==> config.mk <==
export PLATFORM = sky130hd
export DESIGN_NAME = conv_win_ctrl
export DESIGN_NICKNAME = d
export VERILOG_FILES = /design/src/rtl/conv_win_pkg.sv /design/src/rtl/cw_wrap_cnt.sv /design/src/rtl/cw_axis_clamp.sv /design/src/rtl/conv_win_ctrl.sv
export SDC_FILE = /design/constraint.sdc
export NUM_CORES = 1
export LEC_CHECK = 0
export BUFFER_PORTS_ARGS = -buffer_cell sky130_fd_sc_hd__buf_2
export CORE_MARGIN = 2
export CORE_UTILIZATION = 42
export CTS_CLUSTER_DIAMETER = 60
export DETAILED_ROUTE_END_ITERATION = 8
export GPL_TIMING_DRIVEN = 0
export SLEW_MARGIN = 20
export SYNTH_ARGS = -nofsm -noshare
export SYNTH_HDL_FRONTEND = slang
export SYNTH_SLANG_ARGS = --single-unit
==> constraint.sdc <==
create_clock -name clk -period 7.7 [get_ports clk]
set_clock_uncertainty 0.1 [all_clocks]
set_input_delay 0.77 -clock clk [delete_from_list [all_inputs] [get_ports clk]]
set_output_delay 0.77 -clock clk [all_outputs]
set_load 0.05 [all_outputs]
==> src/rtl/conv_win_pkg.sv <==
package conv_win_pkg;

    typedef enum logic [2:0] {
        ST_IDLE,
        ST_ISSUE,
        ST_DRAIN,
        ST_GAP,
        ST_FINISH,
        ST_HOLD
    } cw_state_e;

endpackage

==> src/rtl/cw_wrap_cnt.sv <==
module cw_wrap_cnt #(
    parameter int LIMIT = 3,
    parameter int VW    = (LIMIT > 1) ? $clog2(LIMIT) : 1
) (
    input  logic          clk,
    input  logic          rst,
    input  logic          clr,
    input  logic          inc,
    output logic [VW-1:0] value,
    output logic          wrap
);

    localparam logic [VW-1:0] TOP = VW'(LIMIT - 1);

    // carry out to the next counter of the chain
    assign wrap = inc && (value == TOP);

    always_ff @(posedge clk) begin
        if (rst || clr) begin
            value <= '0;
        end else if (inc) begin
            value <= wrap ? '0 : value + 1'b1;
        end
    end

endmodule

==> src/rtl/cw_axis_clamp.sv <==
module cw_axis_clamp #(
    parameter int SIZE = 16,
    parameter int KDIM = 3,
    parameter int BW   = $clog2(SIZE),
    parameter int OW   = (KDIM > 1) ? $clog2(KDIM) : 1
) (
    input  logic [BW-1:0] base,
    input  logic [OW-1:0] off,
    output logic [BW-1:0] pos
);

    int sum;

    always_comb begin
        sum = int'(base) + int'(off) - (KDIM / 2);
        if (sum < 0) begin
            pos = '0;
        end else if (sum > SIZE - 1) begin
            pos = BW'(SIZE - 1);
        end else begin
            pos = BW'(sum);
        end
    end

endmodule

==> src/rtl/conv_win_ctrl.sv <==
module conv_win_ctrl
    import conv_win_pkg::*;
#(
    parameter int IMG_W = 16,
    parameter int IMG_H = 16,
    parameter int KDIM  = 3,
    parameter int XW    = $clog2(IMG_W),
    parameter int YW    = $clog2(IMG_H),
    parameter int CW    = $clog2(KDIM * KDIM)
) (
    input  logic          clk,
    input  logic          rst,
    input  logic          start_i,
    input  logic          mac_ready_i,
    input  logic          mac_done_i,
    output logic          conv_o,
    output logic [CW-1:0] coef_idx_o,
    output logic [XW-1:0] rd_x_o,
    output logic [YW-1:0] rd_y_o,
    output logic          done_o
);

    localparam int TW = (KDIM > 1) ? $clog2(KDIM) : 1;
    localparam logic [TW-1:0] TAP_LAST = TW'(KDIM - 1);
    localparam logic [XW-1:0] X_LAST   = XW'(IMG_W - 1);
    localparam logic [YW-1:0] Y_LAST   = YW'(IMG_H - 1);

    cw_state_e state_q, state_d;

    logic [TW-1:0] tap_col, tap_row;
    logic [XW-1:0] win_x;
    logic [YW-1:0] win_y;
    logic          col_wrap, row_wrap, y_wrap, x_wrap;
    logic          tap_step, win_step, cnt_clr;
    logic          last_tap, last_win;
    logic [XW-1:0] clamp_x;
    logic [YW-1:0] clamp_y;

    assign last_tap = (tap_row == TAP_LAST) && (tap_col == TAP_LAST);
    assign last_win = (win_x == X_LAST) && (win_y == Y_LAST);
    assign tap_step = start_i && (state_q == ST_ISSUE) && mac_ready_i;
    assign win_step = start_i && (state_q == ST_DRAIN) && mac_done_i && !last_win;
    assign cnt_clr  = (state_q == ST_IDLE);

    // tap column -> tap row chain (one 3x3 window)
    cw_wrap_cnt #(.LIMIT(KDIM), .VW(TW)) u_col (
        .clk(clk), .rst(rst), .clr(cnt_clr), .inc(tap_step),
        .value(tap_col), .wrap(col_wrap)
    );
    cw_wrap_cnt #(.LIMIT(KDIM), .VW(TW)) u_row (
        .clk(clk), .rst(rst), .clr(cnt_clr), .inc(col_wrap),
        .value(tap_row), .wrap(row_wrap)
    );

    // window Y -> window X chain (whole image)
    cw_wrap_cnt #(.LIMIT(IMG_H), .VW(YW)) u_win_y (
        .clk(clk), .rst(rst), .clr(cnt_clr), .inc(win_step),
        .value(win_y), .wrap(y_wrap)
    );
    cw_wrap_cnt #(.LIMIT(IMG_W), .VW(XW)) u_win_x (
        .clk(clk), .rst(rst), .clr(cnt_clr), .inc(y_wrap),
        .value(win_x), .wrap(x_wrap)
    );

    // edge clamping, column offset on X and row offset on Y
    cw_axis_clamp #(.SIZE(IMG_W), .KDIM(KDIM), .BW(XW), .OW(TW)) u_clamp_x (
        .base(win_x), .off(tap_col), .pos(clamp_x)
    );
    cw_axis_clamp #(.SIZE(IMG_H), .KDIM(KDIM), .BW(YW), .OW(TW)) u_clamp_y (
        .base(win_y), .off(tap_row), .pos(clamp_y)
    );

    // next state
    always_comb begin
        state_d = state_q;
        if (!start_i) begin
            state_d = ST_IDLE;
        end else begin
            unique case (state_q)
                ST_IDLE:   state_d = ST_ISSUE;
                ST_ISSUE:  state_d = (tap_step && last_tap) ? ST_DRAIN : ST_ISSUE;
                ST_DRAIN: begin
                    if (mac_done_i) begin
                        state_d = last_win ? ST_FINISH : ST_GAP;
                    end
                end
                ST_GAP:    state_d = ST_ISSUE;
                ST_FINISH: state_d = ST_HOLD;
                ST_HOLD:   state_d = ST_HOLD;
                default:   state_d = ST_IDLE;
            endcase
        end
    end

    // state register
    always_ff @(posedge clk) begin
        if (rst) begin
            state_q <= ST_IDLE;
        end else begin
            state_q <= state_d;
        end
    end

    // outputs
    always_comb begin
        conv_o     = 1'b0;
        done_o     = 1'b0;
        coef_idx_o = '0;
        rd_x_o     = '0;
        rd_y_o     = '0;
        unique case (state_q)
            ST_ISSUE: begin
                conv_o     = 1'b1;
                coef_idx_o = CW'(int'(tap_row) * KDIM + int'(tap_col));
                rd_x_o     = clamp_x;
                rd_y_o     = clamp_y;
            end
            ST_DRAIN:  conv_o = 1'b1;
            ST_FINISH: done_o = 1'b1;
            ST_IDLE, ST_GAP, ST_HOLD: begin
            end
            default: begin
            end
        endcase
    end

    logic unused_carry;
    assign unused_carry = row_wrap ^ x_wrap;

endmodule

After elaboration in Yosys (flattened, before gate mapping)
Cells that the tools add are included.
- bits in registers: 15
- input port bits: 5
- multipliers: 1
- equality and inequality tests: 10
- order comparisons: 4
- bitwise operators: 1
- reduce and logical (&&, ||, !) cells: 19
- add/sub/neg operators: 9
- multiplexer cells: 17
- operators by type and width (kind ; number):
    $gt A32 B5 Y1 const B ; 2
    $lt A32 B1 Y1 const B ; 2
    $sub A32 B2 Y32 const B ; 2
    $mux W4 ; 9
    $logic_and A1 B1 Y1 ; 12
    $pmux W3 S4 ; 1
    $add A4 B2 Y5 ; 2
    $add A4 B1 Y4 const B ; 2
    $eq A4 B4 Y1 const B ; 2
    $reduce_or A2 Y1 ; 4
    $eq A3 B2 Y1 const B ; 2
    $eq A3 B3 Y1 const B ; 2
    $mux W2 ; 3
    $mux W3 ; 2
    $add A2 B1 Y2 const B ; 2
    $add A4 B2 Y4 ; 1
    $eq A2 B2 Y1 const B ; 2
    $mul A2 B2 Y4 const B ; 1
    $eq A3 B1 Y1 const B ; 1
    $logic_not A3 Y1 ; 1
    $mux W1 ; 2
    $ne A2 B2 Y1 const B ; 1
    $logic_not A1 Y1 ; 1
    $logic_or A1 B1 Y1 ; 1
    $not A1 Y1 ; 1

Depth between registers and ports, before layout
- word-level depth: 7
- depth in mapped cells: 12

Modules after synthesis
Synthesis repeated with hierarchy kept, for this count alone.
- cell total of the unflattened synthesis: 177
- area total of the unflattened synthesis: 1519.0 um2
- by module, submodules not included (module ; instances ; cells each ; area an instance (um2)):
    cw_axis_clamp ; 2 ; 36 ; 269.0
    conv_win_ctrl ; 1 ; 47 ; 392.9
    cw_wrap_cnt at u_win_x ... ; 2 ; 20 ; 196.4
    cw_wrap_cnt at u_col ... ; 2 ; 9 ; 97.6

Worst setup path before layout
Ideal clock, no wire load.
- kind: register to output
- start: register u_row.value[0]
- end: output port rd_y_o[0]
- path buffers: 0
- arrival time: 2.895 ns
- data required time: 6.830 ns
- slack: 3.935 ns
- stages on the path, launching flop included: 12
- cell sequence: dfxtp_1 ha_1 inv_1 fa_1 a211oi_1 mux2i_1 nor2_1 nor2_1 nor2_1 ha_1 o311a_1 a21oi_1
- cells in the longest elaborated chain, start to end: 6
- elaborated cells between the ends (all ways): 7
- ends and longest elaborated chain (item ; line ; text):
    from (decl) ; cw_wrap_cnt.sv:9 ; output logic [VW-1:0] value,
    from (signal assigned) ; cw_wrap_cnt.sv:22 ; value <= wrap ? '0 : value + 1'b1;
    $add A4 B2 Y5 * ; cw_axis_clamp.sv:15 ; sum = int'(base) + int'(off) - (KDIM / 2);
    $sub A32 B2 Y32 * ; cw_axis_clamp.sv:15 ;
    $gt A32 B5 Y1 ; cw_axis_clamp.sv:18 ; end else if (sum > SIZE - 1) begin
    $mux W4 ; cw_axis_clamp.sv:18 ;
    $mux W4 * ; cw_axis_clamp.sv:16 ; if (sum < 0) begin
    $mux W4 * ; conv_win_ctrl.sv:111 ; unique case (state_q)
    to (decl) ; conv_win_ctrl.sv:19 ; output logic [YW-1:0] rd_y_o,
Mark *: on every way between the ends. The rest lies on a longest branch, timed or not.

Final worst setup path
- start: register u_row.value[0]
- end: output port rd_y_o[1]
Same word-level chain as after synthesis.

==> out/metrics.csv <==
metric,value,unit
initial_core_util,0.438,
dpl.cell_count,226,
crit_end,rd_y_o[1],
whs,0.474,ns
drt-initial-drc-count,26,
irDropWorstVdd,0.0626,mV
cts_resized,0,
power.leakage,0.655,nW
yosysUniqueCellTypes,41,
dieArea,0.00365,mm²
r2r_start,u_win_y.value[3],
maxCapViolations,0,
clockBufferDepth,2,
syn_inst,164,
end_kind,primary output,
clock_latency,0.29,ns
wl,2860,µm
rows,20,
stdcell_count,230,
hold_viol_final,0,
rr_endpoint,u_win_x.value[3],
setup_viol,0,
antenna_found_initial,0,
nNetsFinal,209,
hold_class,flip-flop to flip-flop,
pre_cts_slack,3.98,ns
cts.clk_slew.worst_paths,0.09,ns
ys_top_cells_by_area,"dfxtp_1 (22%), ha_1 (12%), nor2_1 (6.5%)",
core,0.00305,mm²
diodes,0,
grt_pass1_vias,1123,
gp_congestion,0.738,
syn_avg_cell_area,8.16,µm²
rsz0062_at_grt,false,
slew_headroom,0.694,
start_kind,flip-flop,
drv_slew,0,
cts_htree_levels,1,
required,6.83,ns
synth_fp_nets,186,
ys_warn_count,0,
grt_max_degree,11,
p_total,0.133,mW
avgViaCountPerCell,5.14,
fin_crit_sh,0.528,
cts_tree,built,
worst_pin_slew,0.459,ns
die_w,60.4,µm
numCtsBuffers,3,
worst-r2r-setup-slack,5.75,ns
ant_nets,0,
port_buffers,18,
crit_type,flip-flop to primary output,
crit_start,u_row.value[0],
grt_pass1_wl,4810,µm
post-dp-hpwl,2360,µm
io_pins,19,
synth_top_cell_by_area,dfxtp_1,
vias,1183,
grt_usage,0.173,
synthesis.area,0.00134,mm²
ys_seq_elements,15,
rr_worst_depth,6,
synth_top_area_frac,0.225,
cellPowerDensity,88.4,mW/mm²
fin_ws,3.64,ns
cp.arrival,3.19,ns
drive_gt1_frac,0.167,
die_h,60.4,µm
fmax,246,MHz
holdBufCountCts,0,
cts_setup_buffers,0,
area_growth,12.8,%
wl_per_cell,12.4,µm
critPathMaxFanout,6,
setup_tns,0,ns
synthArstFlopShare,0,
dr.pass1.iters,4,
outcome,"finished, final reports clean",
fill_cells,317,
synth_ff_type,dfxtp_1,
synth_edf_count,0,
seq_area_frac_synth,0.225,
post-route-drc-count,0,
clockRootBuffer,clkbuf_4,
overflow,0,
min_period,4.06,ns
clock_sinks,15,
[worst max-delay path, stage by stage, from the launching register on]
cell and delay [ns]:
dfxtp_1 0.47, ha_1 0.24, inv_1 0.06, fa_1 0.46, a211oi_1 0.35, mux2i_1 0.16, nor2_1 0.18, nor2_1 0.06
nor2_1 0.09, ha_1 0.25, o311a_1 0.15, a21oi_1 0.16, buf_2 0.28
[synthesized netlist by cell type (4+ instances only)]
cell type,number
fa_1,4
dfxtp_1,15
a21oi_1,10
inv_1,17
nand2_1,7
nand3_1,6
xnor2_1,7
mux2i_1,5
xor2_1,6
clkbuf_1,4
nor2b_1,5
a31oi_1,5
ha_1,13
nor2_1,23
[metal layers]
metal	up-vias	routed length [µm]	global-route usage
li1	608	-	-
met1	552	1280	0.200
met2	19	1490	0.326
met3	4	72	0.0277
met4	0	17	0.0497
met5	-	0	0
[per-stage QoR]
stage / util / cell area (µm²)
floorplan: - / 1340
global placement: 0.486 / 1480
detailed placement: 0.486 / 1480
CTS: 0.494 / 1510
global route: 0.494 / 1510
finish: 0.494 / 1510
[cell families (layout without fill, tap and decap cells)]
logic type | Yosys count | in the layout | share of synthesized area
mux | 5 | 5 | 0.0374
fa+ha+maj | 17 | 17 | 0.181
buf+inv | 23 | 45 | 0.0711
compound gates | 29 | 29 | 0.150
flops | 15 | 15 | 0.225
xor+xnor | 13 | 13 | 0.0851
simple gates | 62 | 62 | 0.251
[area by class of cell]
type	count	area [µm²]	area share
multi-input combinational	126	942	0.624
sequential	15	300	0.199
timing repair buffer	18	90.1	0.0597
inverter	17	63.8	0.0423
tap	44	55.1	0.0365
buffer	6	31.3	0.0207
clock buffer	4	26.3	0.0174
[flip-flops by register name (all words and copies together), names as in the netlist]
signal	cells
state_q	3
u_col.value	2
u_row.value	2
u_win_x.value	4
u_win_y.value	4
[worst min-delay path by stage]
stage,start,endpoint,slack [ns],cells after the start
floorplan,u_col.value[0],u_col.value[1],0.40,2
global placement,u_col.value[0],u_col.value[1],0.44,2
detailed placement,u_col.value[0],u_col.value[1],0.46,2
CTS,u_col.value[0],u_col.value[1],0.47,2
global route,u_col.value[0],u_col.value[1],0.51,2
finish,u_col.value[0],u_col.value[1],0.47,2
[placed cells by master (no fill, tap or decap), types with 2 or more instances in the layout]
cell type  synthesis  final
nand2_1            7      7
a31oi_1            5      5
clkbuf_4           0      3
nor2_1            23     23
fa_1               4      4
nand3_1            6      6
ha_1              13     13
inv_1             17     17
and3_1             3      3
o21ai_0            2      2
clkbuf_1           4      5
nor3_1             3      3
nand4_1            2      2
dfxtp_1           15     15
a21oi_1           10     10
nor2b_1            5      5
mux2i_1            5      5
a21o_1             3      3
buf_2              1     19
nand3b_1           2      2
xor2_1             6      6
xnor2_1            7      7
and2_1             2      2
[power by group]
part           leakage, nW  internal (mW)  switching, mW
sequential           0.121         0.0778       0.000185
clock               0.0150         0.0201         0.0260
combinational        0.519        0.00330        0.00592
(Power assumes the default switching activity.)
